===== src/rtl/nbtx_pkg.sv =====
package nbtx_pkg;

  typedef enum logic [1:0] {
    PH_IDLE  = 2'd0,
    PH_START = 2'd1,
    PH_DATA  = 2'd2,
    PH_SHIFT = 2'd3
  } tx_phase_e;

endpackage


===== src/rtl/nbtx_baud_div.sv =====
module nbtx_baud_div #(
  parameter int OVERSAMPLE = 16
) (
  input  logic clk,
  input  logic rst_n,
  input  logic tick,
  output logic roll
);
  localparam int CNT_W = (OVERSAMPLE > 1) ? $clog2(OVERSAMPLE) : 1;
  localparam logic [CNT_W-1:0] LAST = CNT_W'(OVERSAMPLE - 1);

  logic [CNT_W-1:0] cnt_q;
  logic [CNT_W-1:0] cnt_d;

  always_comb begin
    cnt_d = cnt_q;
    if (tick) begin
      if (cnt_q == LAST) cnt_d = '0;
      else               cnt_d = cnt_q + 1'b1;
    end
  end

  always_ff @(posedge clk or negedge rst_n) begin
    if (!rst_n) cnt_q <= '0;
    else        cnt_q <= cnt_d;
  end

  assign roll = tick && (cnt_q == LAST);

endmodule


===== src/rtl/nbtx_shreg.sv =====
module nbtx_shreg #(
  parameter int SR_W = 9
) (
  input  logic            clk,
  input  logic            rst_n,
  input  logic            load,
  input  logic [SR_W-1:0] load_val,
  input  logic            shift,
  input  logic            fill,
  output logic            lsb,
  output logic            end_pat
);
  localparam logic [SR_W-2:0] MARK = (SR_W-1)'(1);

  logic [SR_W-1:0] sr_q;
  logic [SR_W-1:0] sr_d;

  always_comb begin
    sr_d = sr_q;
    if (load)       sr_d = load_val;
    else if (shift) sr_d = {fill, sr_q[SR_W-1:1]};
  end

  always_ff @(posedge clk or negedge rst_n) begin
    if (!rst_n) sr_q <= '1;
    else        sr_q <= sr_d;
  end

  assign lsb     = sr_q[0];
  assign end_pat = (sr_q[SR_W-1:1] == MARK);

  AST_LOAD_NOT_SHIFT: assert property (@(posedge clk) disable iff (!rst_n)
    !(load && shift));

endmodule


===== src/rtl/nbtx_fsm.sv =====
module nbtx_fsm
  import nbtx_pkg::*;
(
  input  logic clk,
  input  logic rst_n,
  input  logic roll,
  input  logic wr_en,
  input  logic sr_lsb,
  input  logic end_pat,
  output logic load,
  output logic shift,
  output logic fill,
  output logic done_set,
  output logic txd
);
  tx_phase_e phase_q, phase_d;
  logic      pend_q, pend_d;
  logic      busy;

  assign busy = pend_q || (phase_q != PH_IDLE);

  always_comb begin
    phase_d  = phase_q;
    pend_d   = pend_q;
    load     = 1'b0;
    shift    = 1'b0;
    fill     = 1'b0;
    done_set = 1'b0;
    if (wr_en && !busy) begin
      load   = 1'b1;
      pend_d = 1'b1;
    end
    if (roll) begin
      unique case (phase_q)
        PH_IDLE: begin
          if (pend_q) begin
            phase_d = PH_START;
            pend_d  = 1'b0;
          end
        end
        PH_START: phase_d = PH_DATA;
        PH_DATA: begin
          shift   = 1'b1;
          fill    = 1'b1;
          phase_d = PH_SHIFT;
        end
        PH_SHIFT: begin
          shift = 1'b1;
          if (end_pat) begin
            done_set = 1'b1;
            phase_d  = PH_IDLE;
          end
        end
        default: phase_d = PH_IDLE;
      endcase
    end
  end

  always_ff @(posedge clk or negedge rst_n) begin
    if (!rst_n) begin
      phase_q <= PH_IDLE;
      pend_q  <= 1'b0;
    end else begin
      phase_q <= phase_d;
      pend_q  <= pend_d;
    end
  end

  always_comb begin
    unique case (phase_q)
      PH_IDLE:  txd = 1'b1;
      PH_START: txd = 1'b0;
      default:  txd = sr_lsb;
    endcase
  end

  AST_START_ON_ROLL: assert property (@(posedge clk) disable iff (!rst_n)
    (phase_q == PH_START && $past(phase_q) == PH_IDLE) |-> $past(roll && pend_q));

  AST_LOAD_ONLY_IDLE: assert property (@(posedge clk) disable iff (!rst_n)
    (phase_q != PH_IDLE && wr_en) |=> $stable(pend_q) || !pend_q);

endmodule


===== src/rtl/nbtx_serializer.sv =====
module nbtx_serializer #(
  parameter int DATA_W     = 8,
  parameter int OVERSAMPLE = 16
) (
  input  logic              clk,
  input  logic              rst_n,
  input  logic              bit_tick,
  input  logic              wr_en,
  input  logic [DATA_W-1:0] wr_byte,
  input  logic              bit9,
  input  logic              done_clr,
  output logic              txd,
  output logic              done
);
  localparam int SR_W = DATA_W + 1;

  logic [1:0] rst_pipe_q;
  logic       rst_sync_n;

  always_ff @(posedge clk or negedge rst_n) begin
    if (!rst_n) rst_pipe_q <= 2'b00;
    else        rst_pipe_q <= {rst_pipe_q[0], 1'b1};
  end
  assign rst_sync_n = rst_pipe_q[1];

  logic roll;
  logic load, shift, fill, done_set;
  logic sr_lsb, end_pat;
  logic done_q, done_d;

  nbtx_baud_div #(.OVERSAMPLE(OVERSAMPLE)) u_div (
    .clk   (clk),
    .rst_n (rst_sync_n),
    .tick  (bit_tick),
    .roll  (roll)
  );

  nbtx_shreg #(.SR_W(SR_W)) u_sr (
    .clk      (clk),
    .rst_n    (rst_sync_n),
    .load     (load),
    .load_val ({bit9, wr_byte}),
    .shift    (shift),
    .fill     (fill),
    .lsb      (sr_lsb),
    .end_pat  (end_pat)
  );

  nbtx_fsm u_fsm (
    .clk      (clk),
    .rst_n    (rst_sync_n),
    .roll     (roll),
    .wr_en    (wr_en),
    .sr_lsb   (sr_lsb),
    .end_pat  (end_pat),
    .load     (load),
    .shift    (shift),
    .fill     (fill),
    .done_set (done_set),
    .txd      (txd)
  );

  always_comb begin
    done_d = done_q;
    if (done_clr) done_d = 1'b0;
    if (done_set) done_d = 1'b1;
  end

  always_ff @(posedge clk or negedge rst_sync_n) begin
    if (!rst_sync_n) done_q <= 1'b0;
    else             done_q <= done_d;
  end

  assign done = done_q;

  AST_DONE_STICKY: assert property (@(posedge clk) disable iff (!rst_sync_n)
    (done && !done_clr) |=> done);

  AST_CLR_TAKES: assert property (@(posedge clk) disable iff (!rst_sync_n)
    (done_clr && !done_set) |=> !done);

  AST_DONE_WITH_STOP: assert property (@(posedge clk) disable iff (!rst_sync_n)
    $rose(done) |-> txd);

  AST_TXD_ON_ROLL: assert property (@(posedge clk) disable iff (!rst_sync_n)
    !$past(roll) |-> $stable(txd));

endmodule


===== config.mk =====
export PLATFORM = sky130hd
export DESIGN_NAME = nbtx_serializer
export DESIGN_NICKNAME = d
export VERILOG_FILES = /design/src/rtl/nbtx_pkg.sv /design/src/rtl/nbtx_baud_div.sv /design/src/rtl/nbtx_shreg.sv /design/src/rtl/nbtx_fsm.sv /design/src/rtl/nbtx_serializer.sv
export SDC_FILE = /design/constraint.sdc
export NUM_CORES = 1
export LEC_CHECK = 0
export BUFFER_PORTS_ARGS = -buffer_cell sky130_fd_sc_hd__buf_4
export CAP_MARGIN = 20
export CORE_UTILIZATION = 45
export DETAILED_ROUTE_END_ITERATION = 8
export PLACE_DENSITY = 0.71
export SLEW_MARGIN = 10
export SYNTH_ARGS = -nofsm -noshare
export SYNTH_HDL_FRONTEND = slang
export SYNTH_SLANG_ARGS = --single-unit
export TNS_END_PERCENT = 50

===== constraint.sdc =====
create_clock -name clk -period 0.8 [get_ports clk]
set_clock_uncertainty 0.1 [all_clocks]
set_input_delay 0.08 -clock clk [delete_from_list [all_inputs] [get_ports clk]]
set_output_delay 0.08 -clock clk [all_outputs]
set_load 0.03 [all_outputs]

# [Word level (Yosys, flattened, before mapping)]
# Index checks and enable logic that the tools add are counted.
[totals] regBits=19
[op_classes] n_mux=21 reduce_logical=10 n_eq_ne=7 add_sub_neg=1
[op_table] operator="$mux 9" count=2
[op_table] operator="$mux 1" count=14
[op_table] operator="$eq 8x1->1 const B" count=1
[op_table] operator="$pmux 2 s4" count=1
[op_table] operator="$reduce_bool 2->1" count=3
[op_table] operator="$add 4x1->4 const B" count=1
[op_table] operator="$eq 2x2->1 const B" count=2
[op_table] operator="$eq 4x4->1 const B" count=1
[op_table] operator="$mux 2" count=2
[op_table] operator="$mux 4" count=1
[op_table] operator="$reduce_and 3->1" count=1
[op_table] operator="$eq 2x1->1 const B" count=1
[op_table] operator="$logic_and 1x1->1" count=2
[op_table] operator="$logic_not 2->1" count=1
[op_table] operator="$ne 2x1->1 const B" count=1
[op_table] operator="$ne 2x2->1 const B" count=1
[op_table] operator="$pmux 1 s2" count=1
[op_table] operator="$reduce_or 2->1" count=1
[op_table] operator="$logic_not 1->1" count=1
[op_table] operator="$logic_or 1x1->1" count=1

# [Logic depth before layout (Yosys ltp)]
[logic_depth] ltp_word=8 depth_mapped=7

# [Hierarchy]
# Synthesis repeated with hierarchy kept, for this count alone.
[hier_totals] cells_unflattened=88 hier_area_um2=957.2
[modules_own_cells] mod="nbtx_shreg" area_per_inst_um2=445.4 cells_per_inst=42 instances=1
[modules_own_cells] mod="nbtx_fsm" area_per_inst_um2=227.7 cells_per_inst=24 instances=1
[modules_own_cells] mod="nbtx_baud_div" area_per_inst_um2=193.9 cells_per_inst=16 instances=1
[modules_own_cells] mod="nbtx_serializer" area_per_inst_um2=90.1 cells_per_inst=6 instances=1

# [Least setup slack after synthesis]
# Ideal clock, no wire load.
[synth_path] kind="flip-flop to flip-flop" startpoint="register u_div.cnt_q[0]" endpoint="register u_fsm.phase_q[1]" synth_period_minus_slack_ns=1.614 setup_time_ns=0.125 t_arrival_ns=1.389 path_slack_ns=-0.814 path_stages_with_launch=7 path_cell_list="dfrtp_1 > ha_1 > and4_1 > buf_4 > o21ai_1 > a21o_1 > mux2_4"
[synth_between] elab_chain_cells=3
[synth_lines] item="start: declaration" line="nbtx_baud_div.sv:12" source="logic [CNT_W-1:0] cnt_q;"
[synth_lines] item="start signal: assignment" line="nbtx_baud_div.sv:25" source="else cnt_q <= cnt_d;"
[synth_lines] item="$eq 4x4->1" line="nbtx_baud_div.sv:28" source="assign roll = tick && (cnt_q == LAST);"
[synth_lines] item="$logic_and 1x1->1" line="nbtx_baud_div.sv:28"
[synth_lines] item="$reduce_and 3->1 (no line)"
[synth_lines] item="end signal: assignment" line="nbtx_fsm.sv:64" source="phase_q <= phase_d;"
[synth_lines] item="end: declaration" line="nbtx_fsm.sv:16" source="tx_phase_e phase_q, phase_d;"
# No other way between the ends.
# A chain may end at the register's enable or synchronous reset.

# [Worst setup path in the final report]
[layout_path] startpoint="register u_div.cnt_q[1]" endpoint="register u_sr.sr_q[5]"
[layout_between] elab_chain_cells=4
[layout_lines] item="$eq 4x4->1" line="nbtx_baud_div.sv:28"
[layout_lines] item="$logic_and 1x1->1" line="nbtx_baud_div.sv:28"
[layout_lines] item="$mux 1" line="nbtx_fsm.sv:33" source="if (roll) begin"
[layout_lines] item="$reduce_bool 2->1 (no line)"
[layout_lines] item="end signal: assignment" line="nbtx_shreg.sv:26" source="else sr_q <= sr_d;"
[layout_lines] item="end: declaration" line="nbtx_shreg.sv:15" source="logic [SR_W-1:0] sr_q;"
# No other way between the ends.

==> metrics.yaml <==
yosys:
  yosysTopAreaCell: "dfrtp_1"
  synth_area_um2: 943
  yosys_warnings: 0
  synth.top_cell.area_share_pct: 26.5
  syn_avg_cell_area_um2: 10.8
  synth_cells: 87
  synth_seq_cells: 19
  synth-seq-area-share_pct: 51.6
  synthesis.nets: 106
  synthTopCellsByArea: "dfrtp_1 27%, dfstp_2 25%, mux2i_1 9.5%"
  ys_types: 26
route:
  wl_um: 3020
  vias: 910
  route.detailed.drc: 0
  drtPass1Iterations: 4
  routed_via_density: 5.20
  ant_nets: 0
  wl_per_cell_um: 17.3
  first_iter_violations: 14
critical_path:
  crit_path_end_kind: "flop"
  critPathMaxStageDelay_ns: 0.42
  worstRegToRegCells: 6
  regToRegEndpoint: "u_sr.sr_q[5]"
  slowest_stage: "dfrtp_1"
  cp_max_fo: 6
  crit_path_end: "u_sr.sr_q[5]"
  path_cells: "ha_4 -> and4_4 -> o21a_4 -> buf_4 -> mux2i_1 -> a21oi_1"
  crit_start: "u_div.cnt_q[1]"
  r2r_start: "u_div.cnt_q[1]"
  cp-start-kind: "flop"
  r2r_slack_ns: -0.85
  cp.required_ns: 0.96
  path_class: "reg -> reg"
  worstPathArrival_ns: 1.81
power:
  p_leak_uw: 0.000744
  powerDensity_mw_per_mm2: 3240
  power_frac_seq_pct: 37.5
  p_clk_share_pct: 10.1
  switchingPower_uw: 2020
  peakVddDrop_v: 0.00214
  combPwrFrac_pct: 52.4
  p_total_uw: 5330
  intPower_uw: 3310
  switching_share_pct: 37.9
timing:
  fin_crit_sh_pct: 206
  final.setup.tns_ns: -11.95
  whs_ns: 0.0648
  setup_ws_ns: -0.851
  hold_viol: 0
  drv_slew: 0
  rsz0062_at_grt: "true"
  timing.fmax_mhz: 606
  setup_viol: 19
  post-route-min-period_ns: 1.65
clocking:
  cts_tree: "done"
  root_buffer: "clkbuf_4"
  cts_buffer_depth: 2
  clock_sinks: 19
  ctsHtreeMaxLevel: 1
  clkTransAtPathRegs_ns: 0.12
  clk_latency_ns: 0.32
  cts_inserted_buffers: 3
run_status:
  status: "finished, violations left"
  violations: "setup timing"
floorplan:
  core_mm2: 0.00196
  start_util_pct: 48.1
  io_pins: 16
  dieWidth_um: 47.8
  die_h_um: 47.8
  die_area_mm2: 0.00228
  rows: 16
place:
  pre_cts_ws_ns: -0.762
  gp_congestion: 0.762
  post-dp-hpwl_um: 1460
  portBuffers: 15
layout:
  drive_above_1_share_pct: 58.1
  n_antenna_cell: 0
  final_core_util_pct: 83.7
  area_delta_synth_final_pct: 74.1
  nets: 168
job:
  max_cap_violations: 0
grt:
  antenna_found_initial: 0
  grt_pass1_wl_um: 4130
  grt_pass1_vias: 925
  track_usage_pct: 27.7
  grt_max_degree: 20
  overflow: 0
min_path:
  min_path_type: "in -> reg"
[critical path: cells and delay by family, from the launching register on]
kind	cells	cell delay, ns
mux	1	0.24
fa+ha+maj	1	0.16
flops	1	0.42
compound gates	2	0.29
simple gates	1	0.24
buf+inv	1	0.14
[layout by cell type, fill, tap and decap left out, types with 2 or more instances in the layout]
master | netlist | layout
buf_4 | 1 | 39
dlygate4sd3_1 | 0 | 11
dfrtp_1 | 10 | 9
dfstp_2 | 9 | 9
nor2_1 | 11 | 8
mux2i_1 | 9 | 8
a21oi_1 | 10 | 8
nand2_1 | 8 | 7
buf_6 | 0 | 7
nor2_2 | 0 | 3
ha_4 | 0 | 3
clkbuf_4 | 0 | 3
inv_2 | 0 | 2
o21ai_2 | 0 | 2
inv_1 | 4 | 2
mux2_4 | 1 | 2
a21oi_2 | 0 | 2
o21ai_1 | 1 | 2
buf_12 | 0 | 2
[area by class of cell]
class / instances / area (um^2)
repair buffers: 60 / 534
clock buffers: 3 / 22.5
fillers: 110 / 319
well taps: 27 / 33.8
flip-flops and latches: 19 / 488
multi-input cells: 61 / 544
clock inverters: 1 / 5.00
inverters: 4 / 15.0
[power groups by stage]
stage               logic, uW  clock network [uW]  registers, uW
detailed placement       1950                   0           1830
CTS                      2410                 524           1890
finish                   2790                 537           2000
global placement         1850                   0           1810
global route             3000                 578           2050
floorplan                 928                   0           1830
[routing by layer]
| metal | vias up | part of all wire [%] | wire (um) | GRT usage, % |
|---|---|---|---|---|
| met1 | 435 | 36 | 1090 | 29.2 |
| met5 | - | 0 | 0 | 0 |
| li1 | 424 | - | - | - |
| met3 | 20 | 4.3 | 131 | 7.55 |
| met2 | 31 | 54 | 1630 | 49.7 |
| met4 | 0 | 5.5 | 167 | 14.4 |
[cells by family (layout without fill, tap and decap cells)]
| logic type | count (synthesis) | after routing | share of synthesized area, % |
|---|---|---|---|
| DFF | 19 | 19 | 51.6 |
| and+or+nand+nor | 24 | 24 | 11.5 |
| xor gates and xnor gates | 2 | 2 | 1.86 |
| adders and majority gates | 5 | 5 | 6.63 |
| muxes | 11 | 11 | 12.3 |
| other | 1 | 1 | 0.397 |
| buffers and inverters | 7 | 68 | 4.38 |
| AOI/OAI and AO/OA | 18 | 18 | 11.3 |
[synthesized netlist by cell type]
cell / count
mux2_2: 1
clkbuf_1: 1
a21oi_1: 10
dfrtp_1: 10
nand2_1: 8
nor2_1: 11
nor4b_1: 1
mux2i_1: 9
nand3b_1: 1
o21ai_1: 1
conb_1: 1
ha_1: 5
and4_1: 1
xnor2_1: 2
a21o_1: 1
mux2_4: 1
buf_8: 1
nor4_1: 1
o21ai_0: 3
o21a_4: 1
a22oi_1: 1
dfstp_2: 9
nand4_1: 1
buf_4: 1
inv_1: 4
o22ai_1: 1
[per-stage QoR]
step / cells / cell area [um^2]
2_1_floorplan: 87 / 946
3_3_place_gp: 150 / 1270
5_1_grt: 175 / 1640
3_5_place_dp: 150 / 1270
6_report: 175 / 1640
4_1_cts: 171 / 1540
[sequential cells by signal (all words and copies together), names as in the netlist]
name,flops
u_fsm.phase_q,2
u_fsm.pend_q,1
done,1
u_sr.sr_q,9
u_div.cnt_q,4
rst_pipe_q,2
[repair_timing]
action	CTS	global route
hold buffers	12	0
gates resized for setup	22	17
hold endpoints to repair	12	0
setup endpoints to repair	19	21
pin swaps	12	2
setup buffers	5	4
[worst min path at each step]
stage	endpoint	from	cells after the start
5_1_grt	u_div.cnt_q[1]	bit_tick	3
2_1_floorplan	rst_pipe_q[0]	rst_n	0
4_1_cts	u_div.cnt_q[1]	bit_tick	3
3_3_place_gp	rst_pipe_q[0]	rst_n	1
6_report	u_div.cnt_q[0]	bit_tick	4
3_5_place_dp	rst_pipe_q[1]	rst_n	1
Note: power is estimated with default switching activity, not from simulation.
